--- src/rtl/pcie_seq_pkg.sv ---
package pcie_seq_pkg;
  localparam int NUM_CTRL  = 7;
  localparam int NUM_STEPS = 10;
  localparam int STEP_W    = $clog2(NUM_STEPS);
  localparam int MS_W      = 7;

  // control vector bits, 1 = asserted
  localparam int B_BYP  = 0;
  localparam int B_PD   = 1;
  localparam int B_PHY  = 2;
  localparam int B_CTL  = 3;
  localparam int B_PRST = 4;
  localparam int B_EP   = 5;
  localparam int B_LTS  = 6;

  typedef logic [NUM_CTRL-1:0] ctrl_t;
  typedef logic [STEP_W-1:0]   step_t;
  typedef logic [MS_W-1:0]     ms_t;

  localparam ctrl_t CTRL_RST  = ctrl_t'(7'b0111111);
  localparam ctrl_t LOW_MASK  = ctrl_t'((1 << B_PRST) | (1 << B_EP));
  localparam ctrl_t PARK_SET  = ctrl_t'((1 << B_BYP) | (1 << B_PD));
  localparam step_t LAST_STEP = step_t'(NUM_STEPS - 1);

  function automatic ms_t step_ms(step_t s);
    case (s)
      4'd0:    return ms_t'(10);
      4'd1:    return ms_t'(1);
      4'd2:    return ms_t'(1);
      4'd5:    return ms_t'(100);
      4'd9:    return ms_t'(100);
      default: return ms_t'(10);
    endcase
  endfunction

  function automatic ctrl_t step_set(step_t s);
    ctrl_t m = '0;
    case (s)
      4'd0: begin m[B_BYP] = 1'b1; m[B_PD] = 1'b1; end
      4'd3: m[B_PHY] = 1'b1;
      4'd4: m[B_CTL] = 1'b1;
      4'd5: begin m[B_PRST] = 1'b1; m[B_EP] = 1'b1; end
      4'd9: m[B_LTS] = 1'b1;
      default: m = '0;
    endcase
    return m;
  endfunction

  function automatic ctrl_t step_clr(step_t s);
    ctrl_t m = '0;
    case (s)
      4'd0: m[B_LTS]  = 1'b1;
      4'd1: m[B_PD]   = 1'b1;
      4'd2: m[B_BYP]  = 1'b1;
      4'd6: m[B_PRST] = 1'b1;
      4'd7: m[B_PHY]  = 1'b1;
      4'd8: m[B_CTL]  = 1'b1;
      4'd9: m[B_EP]   = 1'b1;
      default: m = '0;
    endcase
    return m;
  endfunction
endpackage

--- src/rtl/seq_ms_timer.sv ---
module seq_ms_timer #(
  parameter int TICKS_PER_MS = 1000,
  parameter int MS_W         = 7
) (
  input  logic            clk_i,
  input  logic            rst_ni,
  input  logic            load_i,
  input  logic [MS_W-1:0] ms_i,
  output logic            expire_o
);
  localparam int TICK_W = $clog2(TICKS_PER_MS > 1 ? TICKS_PER_MS : 2);
  localparam logic [TICK_W-1:0] TICK_MAX = TICK_W'(TICKS_PER_MS - 1);

  logic [TICK_W-1:0] tick_q;
  logic [MS_W-1:0]   ms_left_q;
  logic              wrap;

  assign wrap     = (tick_q == TICK_MAX);
  assign expire_o = wrap && (ms_left_q == MS_W'(1));

  always_ff @(posedge clk_i or negedge rst_ni) begin
    if (!rst_ni) begin
      tick_q    <= '0;
      ms_left_q <= '0;
    end else if (load_i) begin
      tick_q    <= '0;
      ms_left_q <= ms_i;
    end else if (ms_left_q != '0) begin
      if (wrap) begin
        tick_q    <= '0;
        ms_left_q <= ms_left_q - MS_W'(1);
      end else begin
        tick_q <= tick_q + TICK_W'(1);
      end
    end
  end

  AST_LOAD_NONZERO: assert property (@(posedge clk_i) disable iff (!rst_ni)
    load_i |-> ms_i != '0);
  AST_TICK_IDLE: assert property (@(posedge clk_i) disable iff (!rst_ni)
    (ms_left_q == '0 && !load_i) |=> tick_q == '0);
endmodule

--- src/rtl/seq_ctrl_bank.sv ---
module seq_ctrl_bank #(
  parameter int             W        = 7,
  parameter logic [W-1:0]   RST_VAL  = '0,
  parameter logic [W-1:0]   LOW_MASK = '0
) (
  input  logic         clk_i,
  input  logic         rst_ni,
  input  logic         apply_i,
  input  logic [W-1:0] set_i,
  input  logic [W-1:0] clr_i,
  output logic [W-1:0] pin_o
);
  logic [W-1:0] q;

  always_ff @(posedge clk_i or negedge rst_ni) begin
    if (!rst_ni)      q <= RST_VAL;
    else if (apply_i) q <= (q & ~clr_i) | set_i;
  end

  for (genvar i = 0; i < W; i++) begin : g_pol
    if (LOW_MASK[i]) begin : g_low
      assign pin_o[i] = ~q[i];
    end else begin : g_high
      assign pin_o[i] = q[i];
    end
  end
endmodule

--- src/rtl/pcie_bringup_seq.sv ---
module pcie_bringup_seq
  import pcie_seq_pkg::*;
#(
  parameter int TICKS_PER_MS = 100000
) (
  input  logic clk_i,
  input  logic rst_ni,
  input  logic start_i,
  input  logic link_up_i,
  output logic pll_bypass_o,
  output logic pll_pwrdn_o,
  output logic phy_rst_o,
  output logic ctl_rst_o,
  output logic rc_perst_no,
  output logic ep_rst_no,
  output logic ltssm_en_o,
  output logic busy_o,
  output logic done_o,
  output logic link_ok_o
);
  logic  busy_q, done_q, link_ok_q;
  step_t step_q, nxt_step;
  logic  launch, advance, finish, tmr_expire;
  logic  apply, load;
  ctrl_t set_m, clr_m, pins;
  ms_t   load_ms;

  assign launch   = !busy_q && start_i;
  assign finish   = busy_q && tmr_expire && (step_q == LAST_STEP);
  assign advance  = busy_q && tmr_expire && (step_q != LAST_STEP);
  assign nxt_step = launch ? step_t'(0) : step_t'(step_q + step_t'(1));
  assign load     = launch || advance;
  assign load_ms  = step_ms(nxt_step);
  assign apply    = load || (finish && !link_up_i);
  assign set_m    = finish ? PARK_SET : step_set(nxt_step);
  assign clr_m    = finish ? ctrl_t'(0) : step_clr(nxt_step);

  always_ff @(posedge clk_i or negedge rst_ni) begin
    if (!rst_ni) begin
      busy_q    <= 1'b0;
      done_q    <= 1'b0;
      link_ok_q <= 1'b0;
      step_q    <= '0;
    end else begin
      done_q <= 1'b0;
      if (launch) begin
        busy_q    <= 1'b1;
        link_ok_q <= 1'b0;
        step_q    <= '0;
      end else if (advance) begin
        step_q <= nxt_step;
      end else if (finish) begin
        busy_q    <= 1'b0;
        done_q    <= 1'b1;
        link_ok_q <= link_up_i;
      end
    end
  end

  seq_ms_timer #(.TICKS_PER_MS(TICKS_PER_MS), .MS_W(MS_W)) u_tmr (
    .clk_i   (clk_i),
    .rst_ni  (rst_ni),
    .load_i  (load),
    .ms_i    (load_ms),
    .expire_o(tmr_expire)
  );

  seq_ctrl_bank #(.W(NUM_CTRL), .RST_VAL(CTRL_RST), .LOW_MASK(LOW_MASK)) u_bank (
    .clk_i  (clk_i),
    .rst_ni (rst_ni),
    .apply_i(apply),
    .set_i  (set_m),
    .clr_i  (clr_m),
    .pin_o  (pins)
  );

  assign pll_bypass_o = pins[B_BYP];
  assign pll_pwrdn_o  = pins[B_PD];
  assign phy_rst_o    = pins[B_PHY];
  assign ctl_rst_o    = pins[B_CTL];
  assign rc_perst_no  = pins[B_PRST];
  assign ep_rst_no    = pins[B_EP];
  assign ltssm_en_o   = pins[B_LTS];
  assign busy_o       = busy_q;
  assign done_o       = done_q;
  assign link_ok_o    = link_ok_q;

  AST_LTSSM_AFTER_REL: assert property (@(posedge clk_i) disable iff (!rst_ni)
    ltssm_en_o |-> (!phy_rst_o && !ctl_rst_o));
  AST_PERST_WITH_EP: assert property (@(posedge clk_i) disable iff (!rst_ni)
    !rc_perst_no |-> !ep_rst_no);
  AST_DONE_PULSE: assert property (@(posedge clk_i) disable iff (!rst_ni)
    done_o |=> !done_o);
  AST_DONE_IDLE: assert property (@(posedge clk_i) disable iff (!rst_ni)
    done_o |-> !busy_o);
  AST_FAIL_PARK: assert property (@(posedge clk_i) disable iff (!rst_ni)
    (done_o && !link_ok_o) |-> (pll_bypass_o && pll_pwrdn_o));
  AST_BUSY_START_IGN: assert property (@(posedge clk_i) disable iff (!rst_ni)
    (busy_o && start_i && !tmr_expire) |=> (busy_o && step_q == $past(step_q)));
  AST_LINK_OK_HOLD: assert property (@(posedge clk_i) disable iff (!rst_ni)
    (!busy_o && !start_i && !done_o) |=> $stable(link_ok_o));
endmodule

--- config.mk ---
export PLATFORM = sky130hd
export DESIGN_NAME = pcie_bringup_seq
export DESIGN_NICKNAME = d
export VERILOG_FILES = /design/src/rtl/pcie_seq_pkg.sv /design/src/rtl/seq_ms_timer.sv /design/src/rtl/seq_ctrl_bank.sv /design/src/rtl/pcie_bringup_seq.sv
export SDC_FILE = /design/constraint.sdc
export NUM_CORES = 1
export LEC_CHECK = 0
export BUFFER_PORTS_ARGS = -buffer_cell sky130_fd_sc_hd__buf_2
export CORE_ASPECT_RATIO = 1.75
export CORE_MARGIN = 2
export CORE_UTILIZATION = 38
export DETAILED_ROUTE_END_ITERATION = 10
export PLACE_DENSITY = 0.56
export SYNTH_ARGS = -nofsm -noshare
export SYNTH_HDL_FRONTEND = slang
export SYNTH_HIERARCHICAL = 1
export SYNTH_SLANG_ARGS = --single-unit
--- constraint.sdc ---
create_clock -name clk_i -period 3.7 [get_ports clk_i]
set_clock_uncertainty 0.1 [all_clocks]
set_input_delay 0.555 -clock clk_i [delete_from_list [all_inputs] [get_ports clk_i]]
set_output_delay 0.555 -clock clk_i [all_outputs]
set_load 0.02 [all_outputs]
==> impl_metrics.json, run 1 <==
{
  "portBuffers": 13,
  "p_leak_nw": 1.077,
  "synth_edf_count": 0,
  "ys.flop_type": "dfrtp_1",
  "vias": 2187,
  "rr_startpoint": "u_tmr/tick_q[5]",
  "post-synth-top-count-cell": "dfrtp_1",
  "antenna_found_initial": 0,
  "num_antenna_cells": 0,
  "syn_inst": 272,
  "worst_path_largest_cell_delay_ns": 0.58,
  "clkPwrFrac_pct": 26.4,
  "first_iter_violations": 160,
  "rrSetupSlack_ns": 0.23,
  "synth_top_family_by_area": "simple AND/OR/NAND/NOR gates",
  "rsz0062_at_grt": "false",
  "post_drt_wl_per_cell_um": 17.27,
  "synthMuxAreaShare_pct": 0.4564,
  "path_max_fanout": 12,
  "area_growth_pct": 8.469,
  "syn_area_um2": 2467,
  "start_kind": "flop",
  "cts_htree_levels": 2,
  "track_usage_pct": 18.65,
  "synth_top_area_share_pct": 32.45,
  "die_w_um": 64.91,
  "clk_latency_ns": 0.30,
  "top_layer": "met4",
  "fmaxAchievable_mhz": 288.1,
  "tritoncts": "done",
  "post-cts-setup-buffers": 0,
  "cts.sinks": 38,
  "dr_wl_met2_mm": 3.507,
  "hpwl_mm": 4.618,
  "postCtsHoldBufs": 0,
  "slew_viol_final": 0,
  "setup_viol": 0,
  "pwr-share-comb_pct": 22.3,
  "power_density_nw_per_um2": 403.3,
  "detail-route-antenna-nets": 0,
  "grt_pass1_vias": 2177,
  "synth_xor_area_share_pct": 1.369,
  "finalWeightedCongestion": 0.8193,
  "async_flop_share_pct": 100.0,
  "drt_wl_total_mm": 6.268,
  "timing.rr.end": "u_tmr/tick_q[13]",
  "die_y_um": 110.6,
  "seq_power_share_pct": 51.3,
  "path_class": "reg -> reg",
  "core_um2": 6228,
  "synth_compound_area_share_pct": 24.09,
  "switchingPower_uw": 365.2,
  "place_area_um2": 2590,
  "peakVddDrop_v": 0.0001319,
  "final_layout_size_suffix_gt1_share_pct": 19.79,
  "syn_avg_cell_area_um2": 9.071,
  "start_util_pct": 39.61,
  "path_cells": "or4b_4 -> or4_1 -> nor3_1 -> and2_1 -> a21oi_1 -> inv_2 -> or4b_2 -> nor2_2 -> o41a_1 -> a31oi_1",
  "worstPathArrival_ns": 3.59,
  "status": "complete, no violations",
  "yosys.area.top_type": "dfrtp_1",
  "cpMaxStageDelayCell": "or4b_4",
  "rows": 38,
  "clk_pin_slew_worst_paths_ns": 0.08,
  "synthTopCellsByArea": "dfrtp_1, dfstp_2, o21ai_0, nand2_1, ha_1",
  "nets": 292,
  "worstHoldPathType": "in -> async",
  "synth_seq_cells": 38,
  "fin_area_um2": 2676,
  "synth_common_cells": "dfrtp_1, nand2_1, o21ai_0",
  "end_kind": "flop",
  "dr_wl_met3_um": 154,
  "cts_max_path_buffers": 2,
  "synthAdderAreaFrac_pct": 3.043,
  "synth-seq-area-share_pct": 38.84,
  "fp.dieArea_um2": 7179,
  "grt_max_degree": 39,
  "relSlewSlack_pct": 41.61,
  "cts_buffers": 5,
  "synthSimpleGateAreaFrac_pct": 25.76,
  "tightest_slew_ns": 0.8759,
  "fin_crit_ns": 3.471,
  "yosysUniqueCellTypes": 60,
  "cap_violations": 0,
  "finalCritPeriodShare_pct": 93.81,
  "ios": 14,
  "overflow": 0,
  "reg2regPathDepth": 10,
  "fin_hold_ws_ns": 0.2683,
  "p_total_mw": 1.079,
  "grt_pass1_wl_mm": 10.43,
  "first_pass_iters": 4,
  "intPower_uw": 714.2,
  "root_buffer": "clkbuf_8",
  "drc_errors": 0,
  "wl_met1_mm": 2.413,
  "yosys_warnings": 6,
  "nFillCells": 634,
  "swShare_pct": 33.83,
  "worstPathRequired_ns": 3.82,
  "vias_per_cell": 6.025,
  "final_util_pct": 42.97,
  "setup_tns_ns": 0,
  "finalHoldViolCount": 0,
  "syn-num-nets": 282
}
[critical path, delay by kind of cell, from the launching register on]
kind / cells / cell delay (ns)
compound gates: 3 / 0.77
buf+inv: 1 / 0.16
flops: 1 / 0.44
simple gates: 6 / 1.91
[registers in the layout, indices dropped and copies added, names as in the netlist]
signal and flops:
u_tmr/tick_q 17, u_bank/q 7, u_tmr/ms_left_q 7, step_q 4, busy_o 1, done_o 1, link_ok_o 1
[power groups by stage]
| stage | Clock, mW | Combinational [mW] | Sequential (mW) |
|---|---|---|---|
| finish | 0.285 | 0.241 | 0.554 |
| global route | 0.312 | 0.273 | 0.563 |
| CTS | 0.296 | 0.242 | 0.552 |
| detailed placement | 0 | 0.243 | 0.558 |
| global placement | 0 | 0.241 | 0.558 |
| floorplan | 0 | 0.192 | 0.538 |
[worst max path at each step]
| stage | start | end | cells after the start |
|---|---|---|---|
| 5_1_grt | u_tmr/tick_q[5] | u_tmr/tick_q[13] | 10 |
| 3_5_place_dp | u_tmr/tick_q[5] | u_tmr/tick_q[13] | 10 |
| 4_1_cts | u_tmr/tick_q[5] | u_tmr/tick_q[13] | 10 |
| 6_report | u_tmr/tick_q[5] | u_tmr/tick_q[13] | 10 |
| 3_3_place_gp | u_tmr/tick_q[5] | u_tmr/tick_q[13] | 10 |
| 2_1_floorplan | u_tmr/tick_q[5] | u_tmr/tick_q[14] | 13 |
[routing by layer]
metal	up-vias	global-route usage (%)
met4	0	10.07
met5	-	0
met1	1084	19.16
li1	1045	-
met2	44	34.23
met3	14	3.360
[cells in the final DEF (no fill, tap or decap), types with 4 or more instances in the layout]
cell,count
a21oi_1,11
a22o_1,7
a22o_2,4
a2bb2oi_1,4
a31oi_1,5
buf_2,13
buf_4,8
clkbuf_8,5
dfrtp_1,32
dfstp_2,6
ha_1,6
inv_1,13
nand2_1,24
nand3_1,11
nand4_1,5
nor2_1,14
nor2b_1,4
nor3_1,9
nor4_1,11
o211ai_1,5
o21ai_0,19
or3_1,7
or4_1,4
[stage by stage]
stage                     setup WS [ns]  std cells
after floorplan                  0.1075        272
after global placement           0.1354        355
after detailed placement        0.08819        355
after CTS                       0.07114        363
after global routing           0.002949        363
final                            0.2292        363
[cell type report]
type | instances | area (um2) | area share [%]
clock buffer | 8 | 80.08 | 2.992
multi-input combinational | 202 | 1360 | 50.82
timing repair buffer | 21 | 125.1 | 4.675
inverter | 14 | 52.55 | 1.964
sequential | 38 | 958.4 | 35.81
tap | 80 | 100.1 | 3.740
[kinds of logic after synthesis]
family / after synthesis
multiplexers: 1
buffers and inverters: 32
other: 1
AO/OA/AOI/OAI: 78
XOR/XNOR: 3
AND/OR/NAND/NOR: 113
adder cells (fa/ha/maj): 6
flip-flops: 38
[repair_timing]
action / CTS / global route
endpoints found under the hold margin: 0 / 0
setup endpoints to repair: 0 / 15
gates resized for setup: 0 / 4
Power figures use the tool's default switching activity.
==> inputs of run 2 (changes only) <==
- BUFFER_PORTS_ARGS: -buffer_cell sky130_fd_sc_hd__buf_2 -> unset
- DONT_BUFFER_PORTS: unset -> 1
- PLACE_DENSITY: 0.56 -> 0.54
==> run 2 against run 1 <==
  * Die area unchanged
  * Clock power increased by 25%
  * Total power increased by 7.0%
  * Wire length increased by 5.4%
  * First-iteration DRC count decreased by 15%
  * Core utilization increased by 0.36 points
  * Register-to-register slack improved by 0.04 ns
  * Fmax increased by 1.1%
  * Combinational power about the same
  * Sequential power about the same
  * Largest cell class unchanged
  * Largest power group unchanged
==> impl_metrics.json, run 2 (same netlist as run 1, synthesis figures left out) <==
{
  "largest_register_ffs": 17,
  "hold_depth": 2,
  "regMostFlops": "u_tmr/tick_q",
  "finalHoldViolCount": 0,
  "cap_violations": 0,
  "layout_commonest_cell": "dfrtp_1",
  "fin_hold_ws_ns": 0.2847,
  "status": "complete, no violations",
  "fin_crit_ns": 3.434,
  "final_layout_size_suffix_gt1_share_pct": 18.12,
  "whs_endpoint": "busy_o",
  "setup_slack_ns": 0.2661,
  "end_kind": "flop",
  "tritoncts": "done",
  "detail-route-antenna-nets": 0,
  "grt_pass1_wl_mm": 10.66,
  "rrSetupSlack_ns": 0.27,
  "rr_startpoint": "u_tmr/tick_q[5]",
  "vias_per_cell": 6.025,
  "setup_tns_ns": 0,
  "start_util_pct": 39.61,
  "dpl_worst_slack_ns": 0.1355,
  "drt_wl_total_mm": 6.608,
  "core_um2": 6228,
  "hp-start": "start_i",
  "final_util_pct": 43.33,
  "area_growth_pct": 9.381,
  "nets": 285,
  "fp.dieArea_um2": 7179,
  "setup_viol": 0,
  "critPathTopFamily": "simple AND/OR/NAND/NOR gates",
  "die_y_um": 110.6,
  "cts_max_path_buffers": 2,
  "p_leak_nw": 1.079,
  "worstPathRequired_ns": 3.79,
  "cpMaxStageDelayCell": "or4b_4",
  "tightest_slew_ns": 0.7612,
  "clk_latency_ns": 0.30,
  "rows": 38,
  "path_class": "reg -> reg",
  "timing.rr.end": "u_tmr/tick_q[14]",
  "reg2regPathDepth": 10,
  "path_max_fanout": 11,
  "grt_max_degree": 39,
  "crit_buf_inv": 2,
  "die_w_um": 64.91,
  "finalCritPeriodShare_pct": 92.81,
  "cts_buffers": 5,
  "largestRegisters": "u_tmr/tick_q: 17 flops, u_bank/q: 7 flops, u_tmr/ms_left_q: 7 flops",
  "vias": 2145,
  "worst_path_largest_cell_delay_ns": 0.59,
  "first_pass_iters": 4,
  "overflow": 0,
  "grt_pass1_vias": 2157,
  "num_antenna_cells": 0,
  "path_cells": "or4b_4 -> or4_1 -> nor3_1 -> and2_1 -> a21oi_1 -> inv_2 -> inv_1 -> o41a_1 -> and3_1 -> a221o_1",
  "finalWeightedCongestion": 0.8118,
  "track_usage_pct": 19.22,
  "final_cell_mix": "dfrtp_1, nand2_1, o21ai_0, nor2_1, inv_1",
  "worstHoldPathType": "in -> reg",
  "cts_htree_levels": 2,
  "worstPathArrival_ns": 3.52,
  "drc_errors": 0,
  "p_total_mw": 1.155,
  "post_drt_wl_per_cell_um": 18.56,
  "first_iter_violations": 136,
  "rsz0062_at_grt": "false",
  "peakVddDrop_v": 0.0002009,
  "fmaxAchievable_mhz": 291.2,
  "root_buffer": "clkbuf_8",
  "antenna_found_initial": 0,
  "ios": 14,
  "power_density_nw_per_um2": 428.0,
  "portBuffers": 0,
  "start_kind": "flop",
  "cts.sinks": 38,
  "hpwl_mm": 4.773,
  "post-cts-setup-buffers": 0,
  "clk_pin_slew_worst_paths_ns": 0.07,
  "relSlewSlack_pct": 48.83,
  "slew_viol_final": 0
}
[run 2: changes by cell type in the layout (fill, tap and decap cells not counted), moves of 2 or more]
cell / before / now
buf_4: 8 / 12
clkinv_2: 0 / 2
buf_2: 13 / 0
clkbuf_1: 3 / 0
[run 2: per-stage QoR]
step | area [um2] | instances
2_1_floorplan | 2467 | 272
3_3_place_gp | 2555 | 346
3_5_place_dp | 2555 | 346
4_1_cts | 2694 | 356
5_1_grt | 2699 | 356
6_report | 2699 | 356
[run 2: layout make-up]
class | count | area (um2)
clock inverter | 3 | 40.04
fill | 612 | 3530
tap | 80 | 100.1
multi-input combinational | 202 | 1359
clock buffer | 5 | 68.82
timing repair buffer | 14 | 120.1
sequential | 38 | 958.4
inverter | 14 | 52.55
[run 2: where the power goes]
group | internal, mW | leakage [nW] | switching [mW] | total (mW)
Combinational | 0.105 | 0.561 | 0.138 | 0.243
Sequential | 0.478 | 0.459 | 0.0774 | 0.555
Clock | 0.199 | 0.0579 | 0.158 | 0.357
Total | 0.782 | 1.08 | 0.374 | 1.16
[run 2: worst max path at each step]
stage                     from                to  slack [ns]  cells past startpoint
6_report       u_tmr/tick_q[5]  u_tmr/tick_q[14]        0.27                     10
5_1_grt        u_tmr/tick_q[5]  u_tmr/tick_q[14]        0.08                     10
4_1_cts        u_tmr/tick_q[5]  u_tmr/tick_q[13]        0.12                     10
3_5_place_dp   u_tmr/tick_q[5]  u_tmr/tick_q[13]        0.14                     10
3_3_place_gp   u_tmr/tick_q[5]  u_tmr/tick_q[14]        0.20                     10
2_1_floorplan  u_tmr/tick_q[5]  u_tmr/tick_q[14]        0.11                     13
[run 2: layer usage]
metal	global-route usage (%)	up-vias	part of all wire [%]
met5	0	-	0
met2	36.77	48	57
met3	3.462	9	2.6
met4	8.085	0	1.9
met1	19.39	1063	39
li1	-	1025	-
[run 2: repair_timing]
item | 4_1_cts | 5_1_grt
gates resized for setup | 0 | 3
hold buffers | 2 | 0
endpoints found under the hold margin | 38 | 0
endpoints found under the setup margin | 0 | 9
==> inputs of run 3 (changes only) <==
- CAP_MARGIN: unset -> 0
- CORE_MARGIN: 2 -> unset
==> run 3 against run 2 <==
  * Global-route usage grew 0.92 points
  * Cell count did not move
  * Final area fell by 1.2%
  * Setup slack got worse by 0.013 ns
  * Register-to-register slack about the same
  * Sequential power is essentially flat
  * First-iteration DRC count grew 5.9%
  * Largest cell class unchanged
  * Highest routed layer unchanged
==> impl_metrics.json, run 3 (same netlist as run 1, synthesis figures left out) <==
{
  "status": "complete, no violations",
  "fmaxAchievable_mhz": 290.2,
  "dr_wl_met3_um": 162,
  "final_layout_size_suffix_gt1_share_pct": 16.67,
  "regMostFlops": "u_tmr/tick_q",
  "worstPathRequired_ns": 3.78,
  "hpwl_mm": 4.803,
  "relSlewSlack_pct": 47.96,
  "power_density_nw_per_um2": 405.2,
  "core_um2": 6228,
  "die_w_um": 62.91,
  "die_y_um": 108.6,
  "grt_max_degree": 39,
  "start_kind": "flop",
  "hp-start": "start_i",
  "rows": 38,
  "switchingPower_uw": 363.7,
  "dr_wl_met2_mm": 3.642,
  "end_kind": "flop",
  "start_util_pct": 39.61,
  "path_class": "reg -> reg",
  "pwr-share-comb_pct": 22.9,
  "fp.dieArea_um2": 6832,
  "clk_pin_slew_worst_paths_ns": 0.07,
  "ios": 14,
  "finalWeightedCongestion": 0.7973,
  "whs_endpoint": "busy_o",
  "timing.rr.end": "u_tmr/tick_q[14]",
  "worst_path_largest_cell_delay_ns": 0.58,
  "fin_crit_ns": 3.446,
  "path_cells": "or4b_4 -> or4_1 -> nor3_1 -> and2_1 -> a21oi_1 -> inv_2 -> inv_1 -> o41ai_4 -> nor2_1 -> a221o_1",
  "path_max_fanout": 10,
  "drc_errors": 0,
  "fin_area_um2": 2668,
  "track_usage_pct": 20.14,
  "intPower_uw": 717.2,
  "place_area_um2": 2555,
  "post-cts-setup-buffers": 0,
  "cts.sinks": 38,
  "overflow": 0,
  "portBuffers": 0,
  "cts_buffers": 5,
  "top_layer": "met4",
  "seq_power_share_pct": 51.2,
  "cap_violations": 0,
  "clk_latency_ns": 0.29,
  "first_pass_iters": 4,
  "largestRegisters": "u_tmr/tick_q: 17 flops, u_bank/q: 7 flops, u_tmr/ms_left_q: 7 flops",
  "fin_hold_ws_ns": 0.3015,
  "final_cell_mix": "dfrtp_1, nand2_1, o21ai_0, nor2_1, inv_1",
  "p_total_mw": 1.081,
  "vias": 2164,
  "cts_htree_levels": 2,
  "drt_wl_total_mm": 6.477,
  "tritoncts": "done",
  "largest_register_ffs": 17,
  "first_iter_violations": 144,
  "setup_viol": 0,
  "final_util_pct": 42.83,
  "area_growth_pct": 8.114,
  "grt_pass1_wl_mm": 10.45,
  "finalCritPeriodShare_pct": 93.15,
  "crit_buf_inv": 2,
  "hold_depth": 2,
  "detail-route-antenna-nets": 0,
  "clkPwrFrac_pct": 25.9,
  "tightest_slew_ns": 0.7741,
  "rrSetupSlack_ns": 0.25,
  "rr_startpoint": "u_tmr/tick_q[5]",
  "rsz0062_at_grt": "false",
  "grt_pass1_vias": 2180,
  "vias_per_cell": 6.079,
  "antenna_found_initial": 0,
  "peakVddDrop_v": 0.0001711,
  "wl_met1_mm": 2.419,
  "worstPathArrival_ns": 3.53,
  "num_antenna_cells": 0,
  "critPathTopFamily": "simple AND/OR/NAND/NOR gates",
  "slew_viol_final": 0,
  "cp-startpoint": "u_tmr/tick_q[5]",
  "reg2regPathDepth": 10,
  "layout_commonest_cell": "dfrtp_1",
  "p_leak_nw": 1.059,
  "root_buffer": "clkbuf_8",
  "cpMaxStageDelayCell": "or4b_4",
  "worstHoldPathType": "in -> reg",
  "nets": 285,
  "swShare_pct": 33.64,
  "cts_max_path_buffers": 2,
  "post_drt_wl_per_cell_um": 18.19,
  "finalHoldViolCount": 0,
  "setup_tns_ns": 0
}
-- run 3: how the worst max path moves through the flow --
| stage | slack [ns] | endpoint | depth (start not counted) |
|---|---|---|---|
| 2_1_floorplan | 0.11 | u_tmr/tick_q[14] | 13 |
| 3_3_place_gp | 0.20 | u_tmr/tick_q[14] | 10 |
| 3_5_place_dp | 0.13 | u_tmr/tick_q[11] | 11 |
| 4_1_cts | 0.12 | u_tmr/tick_q[11] | 11 |
| 5_1_grt | 0.04 | u_tmr/tick_q[12] | 10 |
| 6_report | 0.25 | u_tmr/tick_q[14] | 10 |
-- run 3: per-stage QoR --
stage               setup slack, ns  std cells
floorplan                    0.1075        272
global placement             0.1976        346
detailed placement           0.1336        346
CTS                          0.1188        356
global route                0.04476        356
finish                       0.2536        356
-- run 3: power by group through the flow --
stage	Sequential (mW)	Clock (mW)	Combinational (mW)
after floorplan	0.538	0	0.192
after global placement	0.560	0	0.230
after detailed placement	0.560	0	0.232
after CTS	0.552	0.290	0.246
after global routing	0.563	0.304	0.279
final	0.553	0.280	0.247
-- run 3: repair_timing --
item,CTS,global route
hold buffers,2,0
resized for setup,0,2
endpoints found under the setup margin,0,8
hold endpoints to repair,38,0
-- run 3: per-layer routing --
layer  up-vias  track usage (%)
met5         -                0
met4         0            12.46
met3        18            3.586
met2        46            39.86
met1      1073            18.32
li1       1027                -
-- run 3: worst register-to-register path, stage by stage (launching register included) --
cell and delay [ns]:
dfrtp_1 0.45, or4b_4 0.58, or4_1 0.56, nor3_1 0.24, and2_1 0.17, a21oi_1 0.12
inv_2 0.16, inv_1 0.12, o41ai_4 0.13, nor2_1 0.33, a221o_1 0.37
-- run 3: cell type report --
cell class                      count  area [um2]
Timing Repair Buffer               14       120.1
Tap cell                           80       100.1
Multi-Input combinational cell    202        1356
Inverter                           14       52.55
Clock buffer                        8       80.08
Fill cell                         634        3561
Sequential cell                    38       958.4
